### src/rtl/utx_pkg.sv
package utx_pkg;

  localparam int CFG_W = 6;

  // bit 0 enable, 1 pass_cts, 2 par_en, 3 par_odd, 4 two_stop, 5 short_len
  typedef struct packed {
    logic short_len;
    logic two_stop;
    logic par_odd;
    logic par_en;
    logic pass_cts;
    logic enable;
  } utx_cfg_t;

  function automatic utx_cfg_t decode_cfg(input logic [CFG_W-1:0] raw);
    return utx_cfg_t'(raw);
  endfunction

endpackage

### src/rtl/utx_regs.sv
module utx_regs
  import utx_pkg::*;
#(
  parameter int DATA_W = 8
) (
  input  logic              clk,
  input  logic              rst_n,
  input  logic              wr_en,
  input  logic              wr_sel,
  input  logic [DATA_W-1:0] wr_data,
  input  logic              baud_tick,
  input  logic              cts_n,
  input  logic              frame_end,
  output utx_cfg_t          cfg,
  output logic [DATA_W-1:0] buf_data,
  output logic              buf_empty,
  output logic              tx_irq,
  output logic              load
);

  logic buf_wr;
  logic cfg_wr;
  logic start_ok;
  logic buf_empty_nxt;

  assign buf_wr   = wr_en && !wr_sel;
  assign cfg_wr   = wr_en && wr_sel;
  assign start_ok = cfg.enable && !buf_empty && (cfg.pass_cts || !cts_n);
  assign load     = start_ok && frame_end && baud_tick;

  always_comb begin
    buf_empty_nxt = buf_empty;
    if (buf_wr)    buf_empty_nxt = 1'b0;
    else if (load) buf_empty_nxt = 1'b1;
  end

  always_ff @(posedge clk) begin
    if (!rst_n) begin
      cfg       <= '0;
      buf_data  <= '0;
      buf_empty <= 1'b1;
      tx_irq    <= 1'b0;
    end else begin
      if (cfg_wr) cfg <= decode_cfg(wr_data[CFG_W-1:0]);
      if (buf_wr) buf_data <= wr_data;
      buf_empty <= buf_empty_nxt;
      tx_irq    <= buf_empty_nxt && !buf_empty;
    end
  end


  load_needs_data_chk: assert property (@(posedge clk) disable iff (!rst_n)
    load |-> (!buf_empty && cfg.enable));


  cts_gate_chk: assert property (@(posedge clk) disable iff (!rst_n)
    (load && !cfg.pass_cts) |-> !cts_n);


  load_frees_buf_chk: assert property (@(posedge clk) disable iff (!rst_n)
    (load && !buf_wr) |=> buf_empty);


  write_fills_buf_chk: assert property (@(posedge clk) disable iff (!rst_n)
    buf_wr |=> !buf_empty);


  irq_on_rise_chk: assert property (@(posedge clk) disable iff (!rst_n)
    $rose(buf_empty) |-> tx_irq);


  irq_single_chk: assert property (@(posedge clk) disable iff (!rst_n)
    tx_irq |=> !tx_irq);

endmodule

### src/rtl/utx_framer.sv
module utx_framer
  import utx_pkg::*;
#(
  parameter int DATA_W  = 8,
  parameter int FRAME_W = DATA_W + 4,
  parameter int CNT_W   = $clog2(FRAME_W + 1)
) (
  input  utx_cfg_t           cfg,
  input  logic [DATA_W-1:0]  data,
  output logic [FRAME_W-1:0] frame,
  output logic [CNT_W-1:0]   nbits
);

  logic [DATA_W-1:0] used;
  logic              par_bit;

  // data bits that belong to the frame for the selected length
  for (genvar g = 0; g < DATA_W; g++) begin : g_used
    if (g == DATA_W - 1) begin : g_top
      assign used[g] = !cfg.short_len;
    end else begin : g_low
      assign used[g] = 1'b1;
    end
  end

  function automatic logic parity_of(input logic [DATA_W-1:0] d,
                                     input logic [DATA_W-1:0] m,
                                     input logic odd);
    return (^(d & m)) ^ odd;
  endfunction

  function automatic logic [CNT_W-1:0] length_of(input utx_cfg_t c);
    int n;
    n = 2 + (c.short_len ? DATA_W - 1 : DATA_W);
    if (c.par_en)   n++;
    if (c.two_stop) n++;
    return CNT_W'(n);
  endfunction

  assign par_bit = parity_of(data, used, cfg.par_odd);
  assign nbits   = length_of(cfg);

  always_comb begin
    int ppos;
    frame    = '1;
    frame[0] = 1'b0;
    for (int i = 0; i < DATA_W; i++) begin
      if (used[i]) frame[1+i] = data[i];
    end
    ppos = cfg.short_len ? DATA_W : DATA_W + 1;
    if (cfg.par_en) frame[ppos] = par_bit;
  end

endmodule

### src/rtl/utx_shifter.sv
module utx_shifter #(
  parameter int FRAME_W = 12,
  parameter int CNT_W   = $clog2(FRAME_W + 1)
) (
  input  logic               clk,
  input  logic               rst_n,
  input  logic               baud_tick,
  input  logic               load,
  input  logic [FRAME_W-1:0] frame_in,
  input  logic [CNT_W-1:0]   nbits_in,
  output logic               txd,
  output logic               frame_end,
  output logic               tx_empty
);

  logic [FRAME_W-1:0] sh;
  logic [CNT_W-1:0]   left;
  logic               busy;
  logic               last_bit;

  assign last_bit  = busy && (left == CNT_W'(1));
  assign frame_end = !busy || last_bit;
  assign txd       = sh[0];

  always_ff @(posedge clk) begin
    if (!rst_n) begin
      sh       <= '1;
      left     <= '0;
      busy     <= 1'b0;
      tx_empty <= 1'b1;
    end else begin
      if (load) begin
        sh   <= frame_in;
        left <= nbits_in;
        busy <= 1'b1;
      end else if (baud_tick && busy) begin
        if (last_bit) begin
          sh   <= '1;
          left <= '0;
          busy <= 1'b0;
        end else begin
          sh   <= {1'b1, sh[FRAME_W-1:1]};
          left <= left - 1'b1;
        end
      end
      if (load)           tx_empty <= 1'b0;
      else if (frame_end) tx_empty <= 1'b1;
    end
  end


  idle_high_chk: assert property (@(posedge clk) disable iff (!rst_n)
    !busy |-> txd);


  start_low_chk: assert property (@(posedge clk) disable iff (!rst_n)
    load |=> !txd);


  no_abort_chk: assert property (@(posedge clk) disable iff (!rst_n)
    (busy && !frame_end) |=> busy);


  load_in_window_chk: assert property (@(posedge clk) disable iff (!rst_n)
    load |-> (frame_end && baud_tick));


  empty_lag_chk: assert property (@(posedge clk) disable iff (!rst_n)
    ($rose(frame_end) && !load) |=> tx_empty);


  empty_clear_chk: assert property (@(posedge clk) disable iff (!rst_n)
    load |=> !tx_empty);

endmodule

### src/rtl/uart_tx_flow.sv
module uart_tx_flow
  import utx_pkg::*;
#(
  parameter int DATA_W = 8
) (
  input  logic              clk,
  input  logic              rst_n,
  input  logic              wr_en,
  input  logic              wr_sel,
  input  logic [DATA_W-1:0] wr_data,
  input  logic              baud_tick,
  input  logic              cts_n,
  output logic              txd,
  output logic              buf_empty,
  output logic              tx_empty,
  output logic              tx_irq
);

  localparam int FRAME_W = DATA_W + 4;
  localparam int CNT_W   = $clog2(FRAME_W + 1);

  utx_cfg_t           cfg;
  logic [DATA_W-1:0]  buf_data;
  logic [FRAME_W-1:0] frame;
  logic [CNT_W-1:0]   nbits;
  logic               load;
  logic               frame_end;

  utx_regs #(.DATA_W(DATA_W)) u_regs (
    .clk       (clk),
    .rst_n     (rst_n),
    .wr_en     (wr_en),
    .wr_sel    (wr_sel),
    .wr_data   (wr_data),
    .baud_tick (baud_tick),
    .cts_n     (cts_n),
    .frame_end (frame_end),
    .cfg       (cfg),
    .buf_data  (buf_data),
    .buf_empty (buf_empty),
    .tx_irq    (tx_irq),
    .load      (load)
  );

  utx_framer #(.DATA_W(DATA_W), .FRAME_W(FRAME_W), .CNT_W(CNT_W)) u_framer (
    .cfg   (cfg),
    .data  (buf_data),
    .frame (frame),
    .nbits (nbits)
  );

  utx_shifter #(.FRAME_W(FRAME_W), .CNT_W(CNT_W)) u_shifter (
    .clk       (clk),
    .rst_n     (rst_n),
    .baud_tick (baud_tick),
    .load      (load),
    .frame_in  (frame),
    .nbits_in  (nbits),
    .txd       (txd),
    .frame_end (frame_end),
    .tx_empty  (tx_empty)
  );

endmodule

### config.mk
export PLATFORM = sky130hd
export DESIGN_NAME = uart_tx_flow
export DESIGN_NICKNAME = d
export VERILOG_FILES = /design/src/rtl/utx_pkg.sv /design/src/rtl/utx_regs.sv /design/src/rtl/utx_framer.sv /design/src/rtl/utx_shifter.sv /design/src/rtl/uart_tx_flow.sv
export SDC_FILE = /design/constraint.sdc
export NUM_CORES = 1
export LEC_CHECK = 0
export ABC_AREA = 1
export ABC_CLOCK_PERIOD_IN_PS = 2000
export BUFFER_PORTS_ARGS = -buffer_cell sky130_fd_sc_hd__buf_2
export CAP_MARGIN = 25
export CELL_PAD_IN_SITES_DETAIL_PLACEMENT = 0
export CELL_PAD_IN_SITES_GLOBAL_PLACEMENT = 1
export CORE_ASPECT_RATIO = 0.9
export CORE_UTILIZATION = 44
export CTS_BUF_LIST = sky130_fd_sc_hd__clkbuf_8
export CTS_CLUSTER_DIAMETER = 40
export CTS_CLUSTER_SIZE = 24
export DETAILED_ROUTE_END_ITERATION = 7
export GPL_TIMING_DRIVEN = 0
export PLACE_DENSITY = 0.94
export SLEW_MARGIN = 20
export SYNTH_ARGS = -nofsm -noshare
export SYNTH_HDL_FRONTEND = slang
export SYNTH_HIERARCHICAL = 1
export SYNTH_SLANG_ARGS = --single-unit
### constraint.sdc
create_clock -name clk -period 2 [get_ports clk]
set_clock_uncertainty 0.15 [all_clocks]
set_input_delay 0.4 -clock clk [delete_from_list [all_inputs] [get_ports clk]]
set_output_delay 0.4 -clock clk [all_outputs]
set_load 0.01 [all_outputs]
Word-level counts from Yosys, hierarchy flattened
Cells that the tools add are included.
Word-level totals
  flip-flop bits (word level): 34
  latch bits: 0
  bits in writable memories: 0
  memory bits (read-only): 0
  input port bits: 14
  output and inout port bits: 4
  logic and storage cells: 66
  memories kept: 0
Operators by class
  $add $sub $neg: 4
  multipliers: 0
  div/mod/pow operators: 0
  magnitude comparators: 2
  equality and inequality tests: 1
  shift operators: 0
  muxes and demuxes: 22
  bitwise gates (word level): 2
  reductions and logical operators: 22
Operator list (count)
  2-to-1 mux 12 bit: 3
  >= comparator 32 x 1 -> 1 bit (second input constant): 1
  < comparator 32 x 6 -> 1 bit (second input constant): 1
  2-to-1 mux 4 bit: 6
  bitwise mux 12 bit: 1
  2-to-1 mux 11 bit: 1
  logical AND 1 bit: 10
  2-to-1 mux 1 bit: 10
  adder 4 x 2 -> 4 bit (second input constant): 2
  bitwise AND 8 bit: 1
  parity 8 bit: 1
  nonzero test 2 bit: 3
  zero test 1 bit: 5
  adder 2 x 4 -> 4 bit (first input constant): 1
  demux 1 bit (select 4 bit): 1
  == test 4 x 1 -> 1 bit (second input constant): 1
  subtractor 4 x 1 -> 4 bit (second input constant): 1
  logical OR 1 bit: 2
  AND reduction 2 bit: 1
  bitwise XOR 1 bit: 1

Longest topological paths before layout
Gate-level depths: netlist of the first run.
  depth in word-level cells: 8
  depth in mapped cells: 15
  gate-level depth less buffers: 15

Hierarchy
Netlist of the first run, hierarchy kept.
Modules (own cells, without submodules)
  utx_shifter: instances 1, cells an instance 119, area each 883.3 µm²
  utx_regs: instances 1, cells an instance 81, area each 598.1 µm²
  utx_framer: instances 1, cells an instance 57, area each 314.1 µm²

Least setup slack after synthesis of the first run
OpenSTA, ideal clock, no wires.
  path type: register -> register
  from: register u_shifter.left[1]
  to: register u_shifter.sh[8]
  library setup time: 0.134 ns
  arrival: 1.505 ns
  required time: 1.716 ns
  path slack: 0.211 ns
  cell stages (with the launch flop): 15
  buffers on the path: 1
  clock period less this slack: 1.789 ns
  cells stage by stage: dfxtp_1 inv_1 ha_1 nand2_1 nand2_1 nand2_1 inv_1 nand3_1 inv_1 inv_2 nand2_4 buf_8 o21ai_1 o21bai_1 nand3_1
Between the ends
  longest elaborated chain between the ends: 6
RTL lines
  from (decl): line utx_shifter.sv:17  | logic [CNT_W-1:0] left;
  from (signal assigned): line utx_shifter.sv:34  | left <= nbits_in;
  from (signal assigned): line utx_shifter.sv:43  | left <= left - 1'b1;
  == test 4 x 1 -> 1 bit (*): line utx_shifter.sv:21  | assign last_bit = busy && (left == CNT_W'(1));
  logical AND 1 bit (*): line utx_shifter.sv:21
  logical OR 1 bit (*): line utx_shifter.sv:22  | assign frame_end = !busy || last_bit;
  via frame_end: line uart_tx_flow.sv:27  | logic frame_end;
  logical AND 1 bit (*) (2 in series): line utx_regs.sv:29  | assign load = start_ok && frame_end && baud_tick;
  via load: line uart_tx_flow.sv:26  | logic load;
  2-to-1 mux 12 bit or nonzero test 2 bit (tied branches)
  to (signal assigned): line utx_shifter.sv:33  | sh <= frame_in;
  to (signal assigned): line utx_shifter.sv:42  | sh <= {1'b1, sh[FRAME_W-1:1]};
  to (decl): line utx_shifter.sv:16  | logic [FRAME_W-1:0] sh;
Mark *: on every way through the listed nets, which the timed path passes. The rest lies on a longest branch. The select of a mux whose other input is x is not followed.
A chain may end at the register's enable or synchronous reset.

Final worst setup path of the first run
Same ends and word-level chain as after synthesis.

==> impl_metrics.toml, run 1 <==
[global_route]
overflow = 0
grt_pass1_wl_um = 6600
antenna_found_initial = 0
grt_usage_pct = 18.6
grt_pass1_vias = 1588
grt_max_degree = 14

[floorplan]
die_h_um = 62.6
start_util_pct = 47.1
design.core.area_mm2 = 0.00381
rows = 21
die_w_um = 69.3
dieArea_mm2 = 0.00434
io_pins = 18

[critical_path]
crit_family = "simple AND/OR/NAND/NOR gates"
slowest_stage = "dfxtp_1"
path_max_fanout = 8
crit-reg2reg-launch = "u_shifter/left[1]"
critPathLaunch = "u_shifter/left[1]"
path_buf_inv = 5
worst_setup_path_start_kind = "flip-flop"
required_ns = 2.00
critical_path_class = "reg2reg"
cpMostUsedCell = "nand2_1"
cp.arrival_ns = 1.84
crit_path_cell_trace = "inv_2, ha_4, nand2_1, nand2_1, nand2_1, inv_1, nand3_2, inv_4, inv_8, nand2_8, buf_8, o21ai_1, o21bai_1, nand3_1"
max_stage_delay_ns = 0.34
end_kind = "flip-flop"

[logic_synthesis]
syn_area_per_cell_um2 = 6.99
synthesis.instances = 257
ys_warn_count = 6
synth-seq-area-share_pct = 37.9
ys_types = 25
syn_area_mm2 = 0.00180
ys_ff_latch = 34

[routing]
drt_iter0_markers = 72
wl_um = 3710
drt_first_pass_iters = 6
viasPerCell = 4.88
wl_per_cell_um = 11.1
vias = 1626
ant_nets = 0
drc = 0

[cts]
numCtsBuffers = 5
cts_tree = "done"
clkLatencyLatePin_ns = 0.28
htreeDepth = 2
numClockSinks = 34
clk_pin_slew_worst_paths_ns = 0.07
ctsHoldBuffers = 0
cts_root_buf = "clkbuf_8"
clockBufferDepth = 2

[placement]
pre_cts_slack_ns = -0.0498
placed_cells = 322
gp_congestion = 0.752
dp_hpwl_um = 2700
io_buffer_count = 17

[timing]
tightest_slew_ns = 0.507
setup_viol = 0
max_freq_ghz = 0.543
rsz0062_at_grt = "false"
layout_min_cycle_time_ns = 1.84
setup_slack_ns = 0.160
slew_headroom_pct = 66.2
finalHoldViolations = 0
timing.final.crit_share_pct = 92.0
drv_slew = 0

[run]
maxCapViolCount = 0

[hold_path]
worst_hold_startpoint = "wr_data[6]"
hp-class = "in2reg"

[power]
power_w = 0.00143
ir_worst_vdd_mv = 0.403
powerDensity_mw_per_mm2 = 673
leakagePower_nw = 1.03

[outcome]
status = "finished clean"

[final_layout]
final_cells = 333
area_delta_synth_final_pct = 18.8
nets = 304
num_antenna_cells = 0
drive_gt1_share_pct = 23.0
fillCellCount = 404
-- timing repair --
item	4_1_cts	5_1_grt
gates cloned	0	2
pin swaps	0	2
setup buffers	1	0
gates resized for setup	1	16
endpoints found under the setup margin	10	16
-- layer usage --
metal	global-route usage, %	vias to the layer above	wire (µm)
met4	5.36	0	38
met1	22.3	730	1840
met3	4.35	5	143
met5	0	-	0
met2	32.9	29	1690
li1	-	862	-
-- layout by cell type (no fill, tap or decap) --
| cell | count |
|---|---|
| ha_1 | 3 |
| nand4_1 | 2 |
| conb_1 | 4 |
| xor2_1 | 1 |
| nand2_8 | 1 |
| inv_8 | 1 |
| o21ai_0 | 25 |
| dfxtp_1 | 33 |
| xnor2_1 | 1 |
| buf_6 | 2 |
| clkbuf_16 | 1 |
| o21ai_2 | 3 |
| inv_2 | 4 |
| nand2_2 | 6 |
| inv_1 | 24 |
| dfxtp_2 | 1 |
| nand3_2 | 2 |
| clkbuf_8 | 6 |
| a21oi_1 | 5 |
| nand3b_1 | 1 |
| nand3_1 | 18 |
| buf_4 | 14 |
| o21bai_1 | 11 |
| o22ai_1 | 1 |
| clkinvlp_4 | 1 |
| o21ai_1 | 3 |
| nor2_1 | 38 |
| clkinv_2 | 2 |
| buf_2 | 17 |
| buf_8 | 2 |
| inv_4 | 1 |
| clkbuf_1 | 1 |
| nand2_1 | 50 |
| ha_4 | 1 |
| nor2_2 | 1 |
-- cell type report --
class                           count  area [µm²]  area share, %
Multi-Input combinational cell    177         900           42.2
Sequential cell                    34         682           32.0
Buffer                             18         154           7.21
Inverter                           30         123           5.75
Timing Repair Buffer               19         118           5.51
Clock buffer                        6        82.6           3.87
Tap cell                           46        57.6           2.70
Clock inverter                      2        12.5          0.587
Timing Repair inverter              1        5.00          0.235
-- worst reg2reg max path: stages, from the launching register on --
cell	delay, ns
dfxtp_1	0.34
inv_2	0.06
ha_4	0.15
nand2_1	0.08
nand2_1	0.06
nand2_1	0.08
inv_1	0.05
nand3_2	0.09
inv_4	0.06
inv_8	0.08
nand2_8	0.07
buf_8	0.15
o21ai_1	0.08
o21bai_1	0.12
nand3_1	0.08
-- cell usage after synthesis --
| library cell | instances | area, µm² |
|---|---|---|
| nand2_1 | 50 | 188 |
| nor2_1 | 39 | 146 |
| dfxtp_1 | 34 | 681 |
| inv_1 | 27 | 101 |
| o21ai_0 | 25 | 125 |
| nand3_1 | 19 | 95.1 |
| buf_4 | 14 | 105 |
| o21bai_1 | 11 | 82.6 |
| nand2_2 | 6 | 37.5 |
| a21oi_1 | 5 | 25.0 |
| o21ai_1 | 5 | 25.0 |
| ha_1 | 4 | 50.1 |
| inv_2 | 3 | 11.3 |
| buf_6 | 2 | 22.5 |
| conb_1 | 2 | 7.51 |
| nand4_1 | 2 | 12.5 |
| buf_8 | 1 | 15.0 |
| clkbuf_1 | 1 | 3.75 |
| nand2_4 | 1 | 11.3 |
| nand3_2 | 1 | 10.0 |
| nand3b_1 | 1 | 7.51 |
| o21ai_2 | 1 | 8.76 |
| o22ai_1 | 1 | 6.26 |
| xnor2_1 | 1 | 8.76 |
| xor2_1 | 1 | 8.76 |
-- final timing paths --
| check | slack, ns | end | cells past startpoint |
|---|---|---|---|
| setup / recovery | 0.16 | u_shifter/sh[8] | 14 |
| hold reg to reg | 0.31 | u_regs/cfg[1] | 2 |
| hold / removal | 0.22 | u_regs/buf_data[6] | 3 |
| setup reg to reg | 0.16 | u_shifter/sh[8] | 14 |
-- power breakdown --
group | switching [W] | internal [W] | leakage (nW)
Sequential | 0.0000227 | 0.000703 | 0.278
Clock | 0.000243 | 0.000276 | 0.0472
Combinational | 0.000105 | 0.0000846 | 0.702
Total | 0.000371 | 0.00106 | 1.03
-- sequential cells by signal, summed over array words and instances (netlist names) --
name	cells
u_regs/buf_empty	1
u_shifter/sh	12
u_regs/buf_data	8
u_shifter/left	4
u_regs/cfg	6
u_shifter/tx_empty	1
u_shifter/busy	1
u_regs/tx_irq	1
-- through the flow --
step / setup TNS, ns / hold slack [ns] / instance area, µm² / util (%)
floorplan: 0 / 0.279 / 1800 / -
global placement: -0.140 / 0.291 / 1950 / 51.1
detailed placement: -0.238 / 0.299 / 1950 / 51.1
CTS: 0 / 0.223 / 2050 / 53.8
global route: 0 / 0.231 / 2130 / 56.0
finish: 0 / 0.223 / 2130 / 56.0
-- logic make-up after synthesis --
group,synth area share [%]
buf+inv,14.4
flops,37.9
xor+xnor,0.976
fa+ha+maj,2.79
compound gates,15.2
other cells,0.418
simple gates,28.3
Note: power is estimated with default switching activity, not from simulation.
==> run 2: changes to the inputs <==
--- a/config.mk
+++ b/config.mk
@@ -5,20 +5,19 @@
 export SDC_FILE = /design/constraint.sdc
 export NUM_CORES = 1
 export LEC_CHECK = 0
-export ABC_AREA = 1
 export ABC_CLOCK_PERIOD_IN_PS = 2000
 export BUFFER_PORTS_ARGS = -buffer_cell sky130_fd_sc_hd__buf_2
 export CAP_MARGIN = 25
 export CELL_PAD_IN_SITES_DETAIL_PLACEMENT = 0
 export CELL_PAD_IN_SITES_GLOBAL_PLACEMENT = 1
 export CORE_ASPECT_RATIO = 0.9
-export CORE_UTILIZATION = 44
+export CORE_UTILIZATION = 46
 export CTS_BUF_LIST = sky130_fd_sc_hd__clkbuf_8
 export CTS_CLUSTER_DIAMETER = 40
 export CTS_CLUSTER_SIZE = 24
 export DETAILED_ROUTE_END_ITERATION = 7
 export GPL_TIMING_DRIVEN = 0
-export PLACE_DENSITY = 0.94
+export PLACE_DENSITY = 0.93
 export SLEW_MARGIN = 20
 export SYNTH_ARGS = -nofsm -noshare
 export SYNTH_HDL_FRONTEND = slang
==> impl_metrics.toml, run 2 <==
[outcome]
status = "finished clean"

[final_layout]
finish.utilization_pct = 61.6
area_delta_synth_final_pct = 25.6
final_cell_mix = "dfxtp_1, nand2_1, buf_4"
nets = 267
layout_commonest_cell = "dfxtp_1"
num_antenna_cells = 0
drive_gt1_share_pct = 34.9
final_cells = 295
largest_reg_flops = 12
regMostFlops = "u_shifter/sh"
largestRegisters = "u_shifter/sh: 12 flops, u_regs/buf_data: 8 flops, u_regs/cfg: 6 flops"

[power]
powerDensity_mw_per_mm2 = 568
power_w = 0.00133
ir_worst_vdd_mv = 0.398
leakagePower_nw = 0.898

[cts]
numCtsBuffers = 5
numClockSinks = 34
htreeDepth = 2
cts_root_buf = "clkbuf_8"
clockBufferDepth = 2
clkLatencyLatePin_ns = 0.28
clk_pin_slew_worst_paths_ns = 0.06
cts_tree = "done"

[floorplan]
die_h_um = 62.5
design.core.area_mm2 = 0.00381
io_pins = 18
die_w_um = 69.2
rows = 21
dieArea_mm2 = 0.00432
start_util_pct = 49.1

[logic_synthesis]
ys_ff_latch = 34
synth-seq-area-share_pct = 36.4
ys_types = 42
synth_top_cell_by_area = "dfxtp_1"
synth_flop_cell = "dfxtp_1"
synth_edf_count = 0
ys_warn_count = 6
syn_area_mm2 = 0.00187
synth.area.top_cells = "dfxtp_1, nand2_1, a21boi_2"
synth.top_cells.by_count = "dfxtp_1, nand2_1, a21oi_1"
synthArstFlopShare_pct = 0
synth_top_area_share_pct = 36.4
yosysMostFrequentCell = "dfxtp_1"
syn_area_per_cell_um2 = 8.74
synthesis.instances = 214

[critical_path]
crit_family = "compound AO/OA/AOI/OAI gates"
cp.arrival_ns = 2.00
worst_setup_path_start_kind = "flip-flop"
required_ns = 2.06
slowest_stage = "dfxtp_2"
critical_path_class = "reg2reg"
r2r_slack_ns = 0.06
path_buf_inv = 3
max_stage_delay_ns = 0.33
crit_path_cell_trace = "inv_2, ha_4, nor3b_4, nand2b_4, nand2_4, nor3_4, buf_6, clkbuf_16, a2111o_1, a31oi_1"
end_kind = "flip-flop"
path_max_fanout = 6

[global_route]
overflow = 0
grt_pass1_vias = 1426
grt_pass1_wl_um = 6390
grt_max_degree = 13
grt_usage_pct = 18.2
antenna_found_initial = 0

[routing]
drt_first_pass_iters = 4
drt_iter0_markers = 113
wl_per_cell_um = 13.3
vias = 1569
wl_um = 3910
ant_nets = 0
viasPerCell = 5.32
drc = 0

[timing]
max_freq_ghz = 0.514
slew_headroom_pct = 55.1
drv_slew = 0
tns_ns = 0
layout_min_cycle_time_ns = 1.94
timing.final.crit_share_pct = 97.2
rsz0062_at_grt = "true"
finalHoldViolations = 0
tightest_slew_ns = 0.666
setup_viol = 0

[placement]
gp_congestion = 0.776
io_buffer_count = 15
placed_cells = 277
dp_hpwl_um = 2560

[run]
maxCapViolCount = 0

[hold_path]
hp-class = "in2reg"
==> run 2: layout make-up <==
class                      instances  area (µm²)
sequential                        34         686
fill                             340        1460
tap                               46        57.6
buffer                            25         224
multi-input combinational        150        1080
inverter                           7        26.3
clock buffer                       5        68.8
clock inverter                     2        7.51
timing repair buffer              26         196
==> run 2: metrics by stage <==
| step | instance area (µm²) | setup slack (ns) | hold slack (ns) |
|---|---|---|---|
| after detailed placement | 2040 | -0.282 | 0.308 |
| after global placement | 2040 | -0.265 | 0.299 |
| after CTS | 2180 | 0.00667 | 0.211 |
| final | 2350 | 0.0557 | 0.216 |
| after global routing | 2350 | -0.0153 | 0.225 |
| after floorplan | 1910 | 0.0242 | 0.290 |
==> run 2: path summary, 6_finish.rpt <==
check | start | to | cells past startpoint
hold / removal | wr_data[6] | u_regs/buf_data[6] | 3
setup reg to reg | u_shifter/left[1] | u_shifter/left[3] | 10
setup / recovery | u_shifter/left[1] | u_shifter/left[3] | 10
hold reg to reg | u_regs/cfg[1] | u_regs/cfg[1] | 2
==> run 2: repair_timing <==
action,in CTS,in global routing
cloned,0,3
endpoints found under the setup margin,18,16
buffers inserted,5,3
resized for setup,8,23
pin swaps,3,5
hold buffers,0,0
==> run 2: worst reg2reg max path, cell delays in order (launching register included) <==
cell and delay (ns):
dfxtp_2 0.33, inv_2 0.05, ha_4 0.14, nor3b_4 0.15, nand2b_4 0.16, nand2_4 0.07, nor3_4 0.04, buf_6 0.16
clkbuf_16 0.15, a2111o_1 0.33, a31oi_1 0.15
==> run 2: cells by family after synthesis <==
kind of cell    Yosys count  synth area share [%]
flops                    34                  36.4
mux                       1                 0.535
buf+inv                  32                  11.4
simple gates             69                  20.5
other cells               2                 0.402
fa+ha+maj                 4                  2.68
xor+xnor                  8                  3.75
compound gates           64                  24.2
==> run 2: layer usage <==
metal  GRT usage [%]  up-vias  wire [µm]
met5               0        -          0
met4            6.12        0         38
met3            4.52        7        188
met2            29.1       48       1730
met1            23.7      714       1950
li1                -      800          -
==> run 2: where the power goes <==
part	internal, W	switching (W)	total [W]	leakage, nW
registers	0.000694	0.0000170	0.000711	0.278
clock network	0.000229	0.000225	0.000454	0.0466
logic	0.0000865	0.0000810	0.000167	0.574
